==> src/rtl/chr_map_pkg.sv <==
package chr_map_pkg;

  // Mode byte bit positions; software decodes these, so they are fixed.
  localparam int unsigned RAM_BIT        = 0;
  localparam int unsigned MASK_SMALL_BIT = 4;
  localparam int unsigned MASK_MID_BIT   = 5;
  localparam int unsigned WIDE_BIT       = 6;

  // Inner mask widths for the small and middle settings.
  localparam int unsigned SMALL_MASK_BITS = 5;
  localparam int unsigned MID_MASK_BITS   = 7;

  typedef enum logic [1:0] {
    CHR_RAM    = 2'd0,
    CHR_ROM_8K = 2'd1,
    CHR_ROM_1K = 2'd2
  } chr_mode_e;

endpackage

==> src/rtl/chr_mode_decode.sv <==
module chr_mode_decode
  import chr_map_pkg::*;
#(
  parameter int unsigned INNER_W = 8
) (
  input  logic               ram_bit_i,
  input  logic               wide_bit_i,
  input  logic               small_bit_i,
  input  logic               mid_bit_i,
  output chr_mode_e          mode_o,
  output logic [INNER_W-1:0] mask_o
);

  localparam logic [INNER_W-1:0] SMALL_MASK = INNER_W'((1 << SMALL_MASK_BITS) - 1);
  localparam logic [INNER_W-1:0] MID_MASK   = INNER_W'((1 << MID_MASK_BITS) - 1);
  localparam logic [INNER_W-1:0] FULL_MASK  = '1;

  // RAM beats the single-bank mode, which beats slot banking.
  always_comb begin
    if (ram_bit_i)       mode_o = CHR_RAM;
    else if (wide_bit_i) mode_o = CHR_ROM_8K;
    else                 mode_o = CHR_ROM_1K;
  end

  // The small mask takes precedence over the middle one.
  always_comb begin
    if (small_bit_i)    mask_o = SMALL_MASK;
    else if (mid_bit_i) mask_o = MID_MASK;
    else                mask_o = FULL_MASK;
  end

endmodule

==> src/rtl/chr_slot_merge.sv <==
module chr_slot_merge #(
  parameter int unsigned INNER_W = 8,
  parameter int unsigned BANK_W  = 9,
  parameter int unsigned SLOT_W  = 3
) (
  input  logic [(INNER_W << SLOT_W)-1:0] bank_regs_i,
  input  logic [SLOT_W-1:0]              slot_i,
  input  logic [INNER_W-1:0]             mask_i,
  input  logic [BANK_W-1:0]              outer_i,
  output logic [BANK_W-1:0]              bank_o
);

  localparam int unsigned SLOTS = 1 << SLOT_W;
  localparam int unsigned PAD_W = BANK_W - INNER_W;

  logic [INNER_W-1:0] slot_bank [SLOTS];
  logic [INNER_W-1:0] picked;
  logic [BANK_W-1:0]  mask_ext;

  // Split the flat bank vector into one entry per 1 KiB slot.
  for (genvar g = 0; g < SLOTS; g++) begin : g_slot
    assign slot_bank[g] = bank_regs_i[g*INNER_W +: INNER_W];
  end

  assign picked   = slot_bank[slot_i];
  assign mask_ext = {{PAD_W{1'b0}}, mask_i};

  // Inner bits under the mask, outer bits everywhere else.
  assign bank_o = ({{PAD_W{1'b0}}, picked} & mask_ext) | (outer_i & ~mask_ext);

endmodule

==> src/rtl/chr_bank_mapper.sv <==
module chr_bank_mapper
  import chr_map_pkg::*;
#(
  parameter int unsigned OUTER_W = 8,
  parameter int unsigned INNER_W = 8,
  parameter int unsigned ADDR_W  = 13,
  parameter int unsigned KB_BITS = 10
) (
  input  logic                                    clk_i,
  input  logic                                    rst_i,
  input  logic [7:0]                              cfg_mode_i,
  input  logic [OUTER_W-1:0]                      cfg_base_i,
  input  logic [(INNER_W << (ADDR_W-KB_BITS))-1:0] bank_regs_i,
  input  logic [ADDR_W-1:0]                       ppu_addr_i,
  output logic [OUTER_W+KB_BITS:0]                phys_addr_o,
  output logic                                    ram_sel_o
);

  localparam int unsigned SLOT_W = ADDR_W - KB_BITS;
  localparam int unsigned BANK_W = OUTER_W + 1;
  localparam int unsigned PHYS_W = BANK_W + KB_BITS;
  localparam int unsigned BIG_W  = BANK_W - SLOT_W;

  chr_mode_e          mode;
  logic [INNER_W-1:0] mask;
  logic [BANK_W-1:0]  outer_base;
  logic [BANK_W-1:0]  slot_bank;
  logic [PHYS_W-1:0]  phys_next;
  logic               ram_next;
  logic               unused_mode_bits;

  assign unused_mode_bits = ^{cfg_mode_i[7], cfg_mode_i[3:1]};

  // Outer base counted in 1 KiB units.
  assign outer_base = {cfg_base_i, 1'b0};

  chr_mode_decode #(
    .INNER_W (INNER_W)
  ) decode_i (
    .ram_bit_i   (cfg_mode_i[RAM_BIT]),
    .wide_bit_i  (cfg_mode_i[WIDE_BIT]),
    .small_bit_i (cfg_mode_i[MASK_SMALL_BIT]),
    .mid_bit_i   (cfg_mode_i[MASK_MID_BIT]),
    .mode_o      (mode),
    .mask_o      (mask)
  );

  chr_slot_merge #(
    .INNER_W (INNER_W),
    .BANK_W  (BANK_W),
    .SLOT_W  (SLOT_W)
  ) merge_i (
    .bank_regs_i (bank_regs_i),
    .slot_i      (ppu_addr_i[ADDR_W-1:KB_BITS]),
    .mask_i      (mask),
    .outer_i     (outer_base),
    .bank_o      (slot_bank)
  );

  always_comb begin
    ram_next = 1'b0;
    unique case (mode)
      CHR_RAM: begin
        phys_next = {{(PHYS_W-ADDR_W){1'b0}}, ppu_addr_i};
        ram_next  = 1'b1;
      end
      CHR_ROM_8K: phys_next = {outer_base[BANK_W-1:SLOT_W], ppu_addr_i};
      default:    phys_next = {slot_bank, ppu_addr_i[KB_BITS-1:0]};
    endcase
  end

  always_ff @(posedge clk_i) begin
    if (rst_i) begin
      phys_addr_o <= '0;
      ram_sel_o   <= 1'b0;
    end else begin
      phys_addr_o <= phys_next;
      ram_sel_o   <= ram_next;
    end
  end

  // Set once the previous edge was outside reset.
  logic chk_armed;
  always_ff @(posedge clk_i) begin
    if (rst_i) chk_armed <= 1'b0;
    else       chk_armed <= 1'b1;
  end


  reset_clear_chk: assert property (@(posedge clk_i) disable iff (rst_i)
    $past(rst_i) |-> (phys_addr_o == '0 && !ram_sel_o));


  ram_mode_sel_chk: assert property (@(posedge clk_i) disable iff (rst_i)
    (chk_armed && $past(cfg_mode_i[RAM_BIT])) |-> ram_sel_o);


  ram_sel_range_chk: assert property (@(posedge clk_i) disable iff (rst_i)
    ram_sel_o |-> (phys_addr_o[PHYS_W-1:ADDR_W] == '0));


  wide_low_bits_chk: assert property (@(posedge clk_i) disable iff (rst_i)
    (chk_armed && ($past(cfg_mode_i[RAM_BIT]) || $past(cfg_mode_i[WIDE_BIT])))
      |-> (phys_addr_o[ADDR_W-1:0] == $past(ppu_addr_i)));


  offset_pass_chk: assert property (@(posedge clk_i) disable iff (rst_i)
    chk_armed |-> (phys_addr_o[KB_BITS-1:0] == $past(ppu_addr_i[KB_BITS-1:0])));

endmodule

==> config.mk <==
export PLATFORM = sky130hd
export DESIGN_NAME = chr_bank_mapper
export DESIGN_NICKNAME = d
export VERILOG_FILES = /design/src/rtl/chr_map_pkg.sv /design/src/rtl/chr_mode_decode.sv /design/src/rtl/chr_slot_merge.sv /design/src/rtl/chr_bank_mapper.sv
export SDC_FILE = /design/constraint.sdc
export NUM_CORES = 1
export LEC_CHECK = 0
export BUFFER_PORTS_ARGS = -buffer_cell sky130_fd_sc_hd__buf_2
export CAP_MARGIN = 15
export CORE_MARGIN = 2
export CORE_UTILIZATION = 33
export CTS_BUF_LIST = sky130_fd_sc_hd__clkbuf_2
export CTS_CLUSTER_DIAMETER = 100
export DETAILED_ROUTE_END_ITERATION = 10
export PLACE_DENSITY = 0.78
export SETUP_SLACK_MARGIN = 0.5
export SYNTH_ARGS = -nofsm -noshare
export SYNTH_HDL_FRONTEND = slang
export SYNTH_SLANG_ARGS = --single-unit
==> constraint.sdc <==
create_clock -name clk_i -period 1.4 [get_ports clk_i]
set_clock_uncertainty 0.15 [all_clocks]
set_input_delay 0.28 -clock clk_i [delete_from_list [all_inputs] [get_ports clk_i]]
set_output_delay 0.28 -clock clk_i [all_outputs]
set_load 0.005 [all_outputs]
== Word level (Yosys, flattened, before mapping) ==
Cells that the tools add are included.
Widths: inputs -> output; s select.

* Add/subtract/negate cells: 0
* Multipliers: 0
* Divide/modulo/power cells: 0
* Magnitude comparators: 1
* Eq/ne operators: 1
* Shift-type cells: 0
* Muxes and demuxes: 9
* Bitwise gates (word level): 5
* Reduce and logical (&&, ||, !) cells: 1

{| class="wikitable"
|+ Operator list
! cell !! count
|-
| $pmux 19 s2 || 1
|-
| $mux 8 || 4
|-
| $bmux 8 s3 || 1
|-
| $and 9x9->9 || 1
|-
| $not 8->9 || 1
|-
| $or 9x9->9 || 1
|-
| $and 8x8->8 || 1
|-
| $ge 4x4->1 const B || 1
|-
| $mux 2 || 2
|-
| $not 3->4 || 1
|-
| $eq 2x1->1 const B || 1
|-
| $logic_not 2->1 || 1
|-
| $mux 1 || 1
|}

* Flip-flop bits (word level): 20
* Bits in latches: 0
* Bits in writable memories: 0
* Bits in read-only memories: 0
* Input bits: 95
* Output and inout port bits: 20
* Word-level logic and storage cells: 19
* Memories kept: 0

== Logic depth before layout (Yosys ltp) ==
Gate-level depths: netlist of run 1.

* Depth after elaboration: 7
* Gate-level depth with buffers: 7
* Depth with buffers taken out: 4

== Modules after synthesis ==
A second synthesis of run 1 with hierarchy kept.

* Cell total of the unflattened synthesis: 154
* Area, all modules: 1388.8 um2

{| class="wikitable"
|+ Modules (own cells, without submodules)
! module !! instances !! cells each !! area each (um2)
|-
| chr_slot_merge || 1 || 84 || 684.4
|-
| chr_bank_mapper || 1 || 59 || 630.6
|-
| chr_mode_decode || 1 || 11 || 73.8
|}

== Least setup slack after synthesis of run 1 ==
OpenSTA, ideal clock, no wires.

* Path kind: input-to-reg
* Start: input port ppu_addr_i[10]
* End: register phys_addr_o[13]
* Arrival: 1.220 ns
* Data required time: 1.134 ns
* Slack: -0.087 ns
* Stages: 5
* Path buffers: 2
* Cell sequence: buf_6 -> buf_6 -> mux4_2 -> mux2i_1 -> o21ai_1

* Longest elaborated chain between the ends: 7

{| class="wikitable"
|+ RTL lines
! what !! RTL line !! RTL
|-
| from (decl) || chr_bank_mapper.sv:14 || <nowiki>input logic [ADDR_W-1:0] ppu_addr_i,</nowiki>
|-
| $not 3->4 (not written as such) || chr_slot_merge.sv:25 || <nowiki>assign picked = slot_bank[slot_i];</nowiki>
|-
| $bmux 8 s3 || chr_slot_merge.sv:25 ||
|-
| $mux 8 (not written as such) (2 in series) || chr_slot_merge.sv:25 ||
|-
| $and 8x8->8 || chr_slot_merge.sv:29 || <nowiki>assign bank_o = ({{PAD_W{1'b0}}, picked} & mask_ext) | (outer_i & ~mask_ext);</nowiki>
|-
| $or 9x9->9 || chr_slot_merge.sv:29 ||
|-
| $pmux 19 s2 || chr_bank_mapper.sv:62 || <nowiki>unique case (mode)</nowiki>
|-
| to (signal assigned) || chr_bank_mapper.sv:77 || <nowiki>phys_addr_o <= phys_next;</nowiki>
|-
| to (decl) || chr_bank_mapper.sv:15 || <nowiki>output logic [OUTER_W+KB_BITS:0] phys_addr_o,</nowiki>
|}

Every way passes these cells. The select of a mux whose other input is x is not followed.
A chain may end at the register's enable or synchronous reset.

== Worst setup path after layout of run 1 ==
* Start: register phys_addr_o[10]
* End: output port phys_addr_o[10]

No word-level cell between the ends.

==> out/qor.txt, run 1 <==
SYNTH
--------------------------------------------------------------------------------
Distinct cells, synth .............................................           24
Number of synthesized flops with an enable pin ....................            0
Synthesized netlist net count .....................................          203
Avg Synthesized Cell Area .........................................    10.5 um^2
Post-synthesis instance area ......................................    1140 um^2
Share of the yosys chip area belonging to registers ...............        35.2%
Post-synthesis sequential element count ...........................           20
Synthesized instance count ........................................          108
Number of synthesis warnings ......................................            0
Predominant post-synthesis flop cell ..............................      dfxtp_1
Async SR Flop Fraction ............................................           0%

PLACE
--------------------------------------------------------------------------------
Post-detailed-placement cell area .................................    1820 um^2
Pre-CTS setup slack ...............................................    -0.225 ns
Port Buf Inserts ..................................................          108
Placed wire-length estimate after detailed placement ..............      2770 um
Final RePlAce weighted congestion .................................        0.758

FINAL LAYOUT
--------------------------------------------------------------------------------
Net total in the final layout .....................................          325
Antenna Diode Count ...............................................            0
Area growth from synthesis to final layout ........................        68.8%
Final standard cell area without fillers ..........................    1920 um^2
Fraction of layout instances using a drive strength above 1 .......        68.1%

STA
--------------------------------------------------------------------------------
Tightest Pin Transition ...........................................     0.205 ns
Period Utilization, post-route ....................................        85.4%
Setup slack after layout ..........................................     0.204 ns
Number of failing setup endpoints in the final timing report ......            0
Unrepaired setup endpoints after global routing ...................          yes
Count of endpoints failing hold in the final timing report ........            0
Setup Total Neg Slack .............................................         0 ns
Worst hold margin .................................................    0.0286 ns
Slew headroom .....................................................        85.9%
Upper clock frequency limit .......................................    0.836 GHz
Period minus WS final .............................................      1.20 ns
Final Max Slew Viols ..............................................            0

PWR
--------------------------------------------------------------------------------
Total Power .......................................................      1.25 mW
P per Cell Area ...................................................  648 nW/um^2
IR Drop Worst-Case VDD ............................................   0.000268 V
Leakage power total ...............................................     0.972 nW

ROUTING
--------------------------------------------------------------------------------
Iteration-0 DRC count of the detailed router ......................           46
WL/cell ...........................................................      11.7 um
Count of unresolved DRC violations after routing ..................            0
Total number of vias ..............................................         1261
Via-to-Cell Ratio .................................................         4.59
Number of detailed-route iterations in the first pass .............            4
Final wirelength ..................................................      3230 um
Post-route antenna net violation count ............................            0

CRITICAL PATH
--------------------------------------------------------------------------------
Slowest cell on the critical path .................................      dfxtp_2
CP Class ..........................................................   reg -> out
Type of element capturing the critical path .......................  output port
Critical Path Source Type .........................................    flip-flop
Arrival time at the worst endpoint ................................      0.77 ns
Crit path max-delay family ........................................   flip-flops
Delay of the slowest cell on the worst path .......................      0.36 ns
Required time worst endpoint ......................................      0.97 ns
Crit-path max FO ..................................................            1
Buffer and inverter count on the worst path .......................            1
Crit-path cells ...................................................        buf_6

CLOCK NETWORK
--------------------------------------------------------------------------------
Clk buf depth .....................................................            2
Root buf cell .....................................................     clkbuf_2
TritonCTS buffer count ............................................            3
Total number of H-tree levels .....................................            1
Number of buffers added to fix hold violations after cts ..........            0
Number of clock sinks .............................................           20
CTS tree ..........................................................        built
Clk slew on worst S/H paths .......................................      0.17 ns
Post-CTS setup buffers ............................................            0

OUTCOME
--------------------------------------------------------------------------------
Status ............................................................    completed

FLOORPLAN
--------------------------------------------------------------------------------
Core area .........................................................    3340 um^2
Floorplan row count ...............................................           21
Starting density of the core ......................................        34.1%
Die outline width .................................................      62.7 um
Die Height ........................................................      62.7 um
Boundary pin count ................................................          115
Die outline area ..................................................    3940 um^2

GRT
--------------------------------------------------------------------------------
Overflow after GRT ................................................            0
Number of antenna violations at the first check in global routing .            0
Total Routing Usage GR ............................................        16.4%
Global-route wire length before repair ............................      5200 um
Vias in the first global route ....................................         1246
Largest net degree at the start of global routing .................           15

MIN PATH
--------------------------------------------------------------------------------
Hold WC Path Type .................................................    in -> reg
Startpoint of the worst hold path ................................. ppu_addr_i[6]
Endpoint with the worst hold slack ................................ phys_addr_o[6]
Hold Crit Depth ...................................................            2

RUN
--------------------------------------------------------------------------------
Count of max-cap constraint violations ............................            0

==> through the flow <==
step | utilization [%] | std cells
floorplan | - | 108
global placement | 54.5 | 271
detailed placement | 54.5 | 271
CTS | 56.4 | 275
global route | 57.6 | 275
finish | 57.6 | 275
==> Yosys cell counts, types with 2 or more instances <==
master    number  area [um^2]
nor3_1         2         10.0
a211oi_2       2         25.0
mux2_2         4         45.0
nor2b_1       11         68.8
mux2i_1       14          140
mux2_1         4         45.0
mux4_2         6          135
o21ai_1        3         15.0
nand2_1        3         11.3
nand2b_1       2         12.5
dfxtp_1       20          400
nor2_1         8         30.0
buf_6          3         33.8
nand3_1        2         10.0
o22ai_1       10         62.6
a21oi_1        3         15.0
or3_1          3         18.8
o21ai_0        2         10.0
==> logic make-up after synthesis <==
| group | after synthesis | share of synthesized area (%) |
|---|---|---|
| compound gates | 20 | 11.2 |
| flops | 20 | 35.2 |
| buf+inv | 6 | 5.27 |
| mux | 28 | 32.1 |
| simple gates | 34 | 16.3 |
==> layout make-up <==
class	count	area (um^2)
clock inverter	1	3.75
timing repair buffer	123	709
tap	46	57.6
sequential	20	405
multi-input combinational	82	731
fill	309	1420
clock buffer	3	15.0
==> cell usage in the layout (no fill, tap or decap), types with 2 or more instances in the layout <==
| cell type | Yosys | layout |
|---|---|---|
| buf_12 | 0 | 2 |
| clkbuf_2 | 0 | 3 |
| mux2_2 | 4 | 3 |
| nand3_1 | 2 | 2 |
| nor2_1 | 8 | 6 |
| mux2i_2 | 0 | 5 |
| mux2_4 | 0 | 3 |
| nand2b_1 | 2 | 2 |
| o22ai_2 | 0 | 2 |
| mux2i_1 | 14 | 9 |
| a211oi_2 | 2 | 2 |
| or3_1 | 3 | 2 |
| mux2_1 | 4 | 2 |
| dfxtp_1 | 20 | 16 |
| nor3_1 | 2 | 2 |
| o21ai_0 | 2 | 2 |
| o22ai_1 | 10 | 8 |
| mux4_2 | 6 | 6 |
| buf_6 | 3 | 3 |
| buf_4 | 1 | 14 |
| o21ai_1 | 3 | 3 |
| nand2_1 | 3 | 3 |
| buf_2 | 0 | 103 |
| dfxtp_2 | 0 | 4 |
| nor2b_1 | 11 | 11 |
| a21oi_1 | 3 | 3 |
| nor2_2 | 0 | 2 |
==> power by group <==
part / switching (mW) / internal (mW) / total (mW) / leakage (nW)
Combinational: 0.156 / 0.260 / 0.417 / 0.791
Clock: 0.156 / 0.0621 / 0.218 / 0.0140
Sequential: 0.00779 / 0.603 / 0.610 / 0.167
Total: 0.320 / 0.925 / 1.25 / 0.972
==> flip-flops by register name, indices dropped and copies added (netlist names) <==
signal / flops
ram_sel_o: 1
phys_addr_o: 19
==> worst max-delay path by stage <==
stage               depth (start not counted)       startpoint  slack, ns               to
global placement                            7   ppu_addr_i[10]      -0.22  phys_addr_o[15]
floorplan                                   5   ppu_addr_i[10]      -0.06  phys_addr_o[13]
detailed placement                          7   ppu_addr_i[10]      -0.22  phys_addr_o[15]
finish                                      1  phys_addr_o[10]       0.20  phys_addr_o[10]
global route                                1   phys_addr_o[7]       0.16   phys_addr_o[7]
CTS                                         1  phys_addr_o[10]       0.20  phys_addr_o[10]
==> per-layer routing <==
layer / GRT usage, % / vias up / wire length [um]
li1: - / 644 / -
met2: 30.1 / 61 / 1630
met5: 0 / - / 0
met3: 2.34 / 4 / 209
met4: 5.00 / 0 / 27
met1: 19.7 / 552 / 1360
==> repair_timing <==
item	in CTS	in global routing
pin swaps	4	4
resized for setup	12	12
hold endpoints to repair	0	3
setup endpoints to repair	28	28
(Power assumes the default switching activity.)
==> run 2: changes to the inputs <==
--- a/config.mk
+++ b/config.mk
@@ -8,12 +8,12 @@
 export BUFFER_PORTS_ARGS = -buffer_cell sky130_fd_sc_hd__buf_2
 export CAP_MARGIN = 15
 export CORE_MARGIN = 2
-export CORE_UTILIZATION = 33
-export CTS_BUF_LIST = sky130_fd_sc_hd__clkbuf_2
+export CORE_UTILIZATION = 32
 export CTS_CLUSTER_DIAMETER = 100
 export DETAILED_ROUTE_END_ITERATION = 10
-export PLACE_DENSITY = 0.78
+export PLACE_DENSITY = 0.76
 export SETUP_SLACK_MARGIN = 0.5
 export SYNTH_ARGS = -nofsm -noshare
 export SYNTH_HDL_FRONTEND = slang
 export SYNTH_SLANG_ARGS = --single-unit
+export TNS_END_PERCENT = 100
==> run 2 against run 1 <==
Compared with the run above:
- core utilization is 0.18 points higher
- clock-buffer cell count stayed put
- wire length is 2.8% higher
- sequential cell count stayed put
- sequential power hardly changed
- sequential share of layout area is 0.58 points lower
- setup slack better by 0.044 ns
- final area is 1.9% higher
- largest cell class unchanged
==> out/qor.txt, run 2 (same netlist as run 1, synthesis figures left out) <==
PWR
--------------------------------------------------------------------------------
Total Power .......................................................      1.28 mW   +2.6%
P per Cell Area ...................................................  652 nW/um^2   +0.66%
Leakage power total ...............................................     0.987 nW   +1.5%
IR Drop Worst-Case VDD ............................................   0.000279 V   +4.2%

CLOCK NETWORK
--------------------------------------------------------------------------------
CTS tree ..........................................................        built
TritonCTS buffer count ............................................            3   unchanged
Number of clock sinks .............................................           20   unchanged
Clk slew on worst S/H paths .......................................      0.09 ns   -0.08 ns
Root buf cell .....................................................     clkbuf_4
Total number of H-tree levels .....................................            1   unchanged
Clk buf depth .....................................................            2   unchanged

CRITICAL PATH
--------------------------------------------------------------------------------
Arrival time at the worst endpoint ................................      1.17 ns   +0.40 ns
CP Class ..........................................................    in -> reg
Type of element capturing the critical path .......................    flip-flop
Crit-path max FO ..................................................            8   +7
Critical Path Source Type .........................................   input port
Required time worst endpoint ......................................      1.42 ns   +0.45 ns

ROUTING
--------------------------------------------------------------------------------
Number of detailed-route iterations in the first pass .............            4   unchanged
Via-to-Cell Ratio .................................................         4.64   +1.2%
WL/cell ...........................................................      12.1 um   +2.8%
Post-route antenna net violation count ............................            0   unchanged
Final wirelength ..................................................      3320 um   +2.8%
Total number of vias ..............................................         1276   +1.2%
Count of unresolved DRC violations after routing ..................            0   unchanged
Iteration-0 DRC count of the detailed router ......................           25   -46%

RUN
--------------------------------------------------------------------------------
Count of max-cap constraint violations ............................            0   unchanged

FINAL LAYOUT
--------------------------------------------------------------------------------
Most flops, register ..............................................  phys_addr_o
Largest registers ................................................. phys_addr_o x19, ram_sel_o x1
Fraction of layout instances using a drive strength above 1 .......        67.7%   -0.44 points
Final standard cell utilization of the core .......................        57.8%   +0.18 points
Antenna Diode Count ...............................................            0   unchanged
Final standard cell area without fillers ..........................    1960 um^2   +1.9%
Flip-flop count of the largest register after layout ..............           19   unchanged
Highest-count cells in the layout ignoring fill and taps .......... 102 x buf_2, 19 x dfxtp_1, 13 x buf_4, 11 x nor2b_1, 10 x mux2i_1
Net total in the final layout .....................................          326   +0.31%
Most common cell after layout, fill and taps aside ................        buf_2
Area growth from synthesis to final layout ........................        72.0%

STA
--------------------------------------------------------------------------------
Count of endpoints failing hold in the final timing report ........            0   unchanged
Final Max Slew Viols ..............................................            0   unchanged
Unrepaired setup endpoints after global routing ...................          yes
Number of failing setup endpoints in the final timing report ......            0   unchanged
Upper clock frequency limit .......................................    0.868 GHz   +3.8%
Period Utilization, post-route ....................................        82.3%   -3.1 points
Slew headroom .....................................................        83.7%   -2.3 points
Setup slack after layout ..........................................     0.248 ns   +0.0439 ns
Setup Total Neg Slack .............................................         0 ns   unchanged
Period minus WS final .............................................      1.15 ns   -0.0439 ns
Tightest Pin Transition ...........................................     0.243 ns   +0.0378 ns

GRT
--------------------------------------------------------------------------------
Total Routing Usage GR ............................................        16.1%   -0.26 points
Number of antenna violations at the first check in global routing .            0   unchanged
Largest net degree at the start of global routing .................           17   +2
Vias in the first global route ....................................         1212   -2.7%
Global-route wire length before repair ............................      5150 um   -0.79%
Overflow after GRT ................................................            0   unchanged

MIN PATH
--------------------------------------------------------------------------------
Startpoint of the worst hold path ................................. cfg_base_i[7]
Hold WC Path Type .................................................    in -> reg
Hold Crit Depth ...................................................            2   unchanged
Endpoint with the worst hold slack ................................ phys_addr_o[18]

FLOORPLAN
--------------------------------------------------------------------------------
Die outline width .................................................      63.7 um   +1.5%
Core area .........................................................    3390 um^2   +1.6%
Boundary pin count ................................................          115   unchanged
Floorplan row count ...............................................           21   unchanged
Starting density of the core ......................................        33.6%   -0.53 points
Die outline area ..................................................    4050 um^2   +2.9%
Die Height ........................................................      63.7 um   +1.5%

PLACE
--------------------------------------------------------------------------------
Final RePlAce weighted congestion .................................        0.787   +3.8%
Pre-CTS setup slack ...............................................    -0.252 ns   -0.0267 ns
Port Buf Inserts ..................................................          108   unchanged
Post-detailed-placement cell area .................................    1800 um^2   -1.1%
Placed wire-length estimate after detailed placement ..............      2870 um   +3.6%

OUTCOME
--------------------------------------------------------------------------------
Status ............................................................    completed

[run 2: cell count changes in the layout (fill, tap and decap cells not counted), sizes merged]
cell    previous run  this run
buf              123       124
clkinv             1         0
[run 2: stage by stage]
| step | hold slack (ns) | instances |
|---|---|---|
| floorplan | 0.202 | 108 |
| global placement | 0.339 | 270 |
| detailed placement | 0.338 | 270 |
| CTS | 0.0411 | 274 |
| global route | 0.0435 | 275 |
| finish | 0.0454 | 275 |
[run 2: cell type report]
class                   instances  area [um^2]
clock buffers                   3         22.5
fillers                       318         1430
multi-input cells              82          743
flip-flops and latches         20          402
well taps                      46         57.6
repair buffers                124          733
[run 2: worst max-delay path by stage]
stage / slack (ns) / depth (start not counted) / endpoint / startpoint
2_1_floorplan: -0.06 / 5 / phys_addr_o[13] / ppu_addr_i[10]
3_3_place_gp: -0.22 / 7 / phys_addr_o[15] / ppu_addr_i[10]
3_5_place_dp: -0.25 / 7 / phys_addr_o[16] / ppu_addr_i[10]
4_1_cts: 0.25 / 1 / phys_addr_o[12] / phys_addr_o[12]
5_1_grt: 0.21 / 7 / phys_addr_o[16] / ppu_addr_i[10]
6_report: 0.25 / 7 / phys_addr_o[15] / ppu_addr_i[10]
[run 2: layer usage]
| metal | global-route usage [%] | vias up | part of all wire (%) |
|---|---|---|---|
| met3 | 2.68 | 2 | 7.7 |
| met4 | 4.89 | 0 | 0.42 |
| li1 | - | 645 | - |
| met2 | 29.1 | 63 | 50 |
| met5 | 0 | - | 0 |
| met1 | 19.5 | 566 | 42 |
[run 2: critical path, stage by stage]
cell and delay, ns:
buf_12 0.11, buf_8 0.12, buf_8 0.13, mux2i_1 0.22
o22ai_2 0.09, nor2_1 0.14, a21oi_1 0.08
[run 2: timing repair]
action / in CTS / in global routing
endpoints found under the setup margin: 28 / 28
hold endpoints to repair: 0 / 0
gates cloned: 0 / 0
pin swaps: 3 / 2
hold buffers: 0 / 0
resized for setup: 22 / 9
buffers inserted: 1 / 1
[run 2: power breakdown]
| group | total [mW] | internal, mW | switching (mW) |
|---|---|---|---|
| clock | 0.242 | 0.0996 | 0.142 |
| combinational | 0.428 | 0.268 | 0.160 |
| sequential | 0.607 | 0.601 | 0.00661 |
| total | 1.28 | 0.969 | 0.309 |
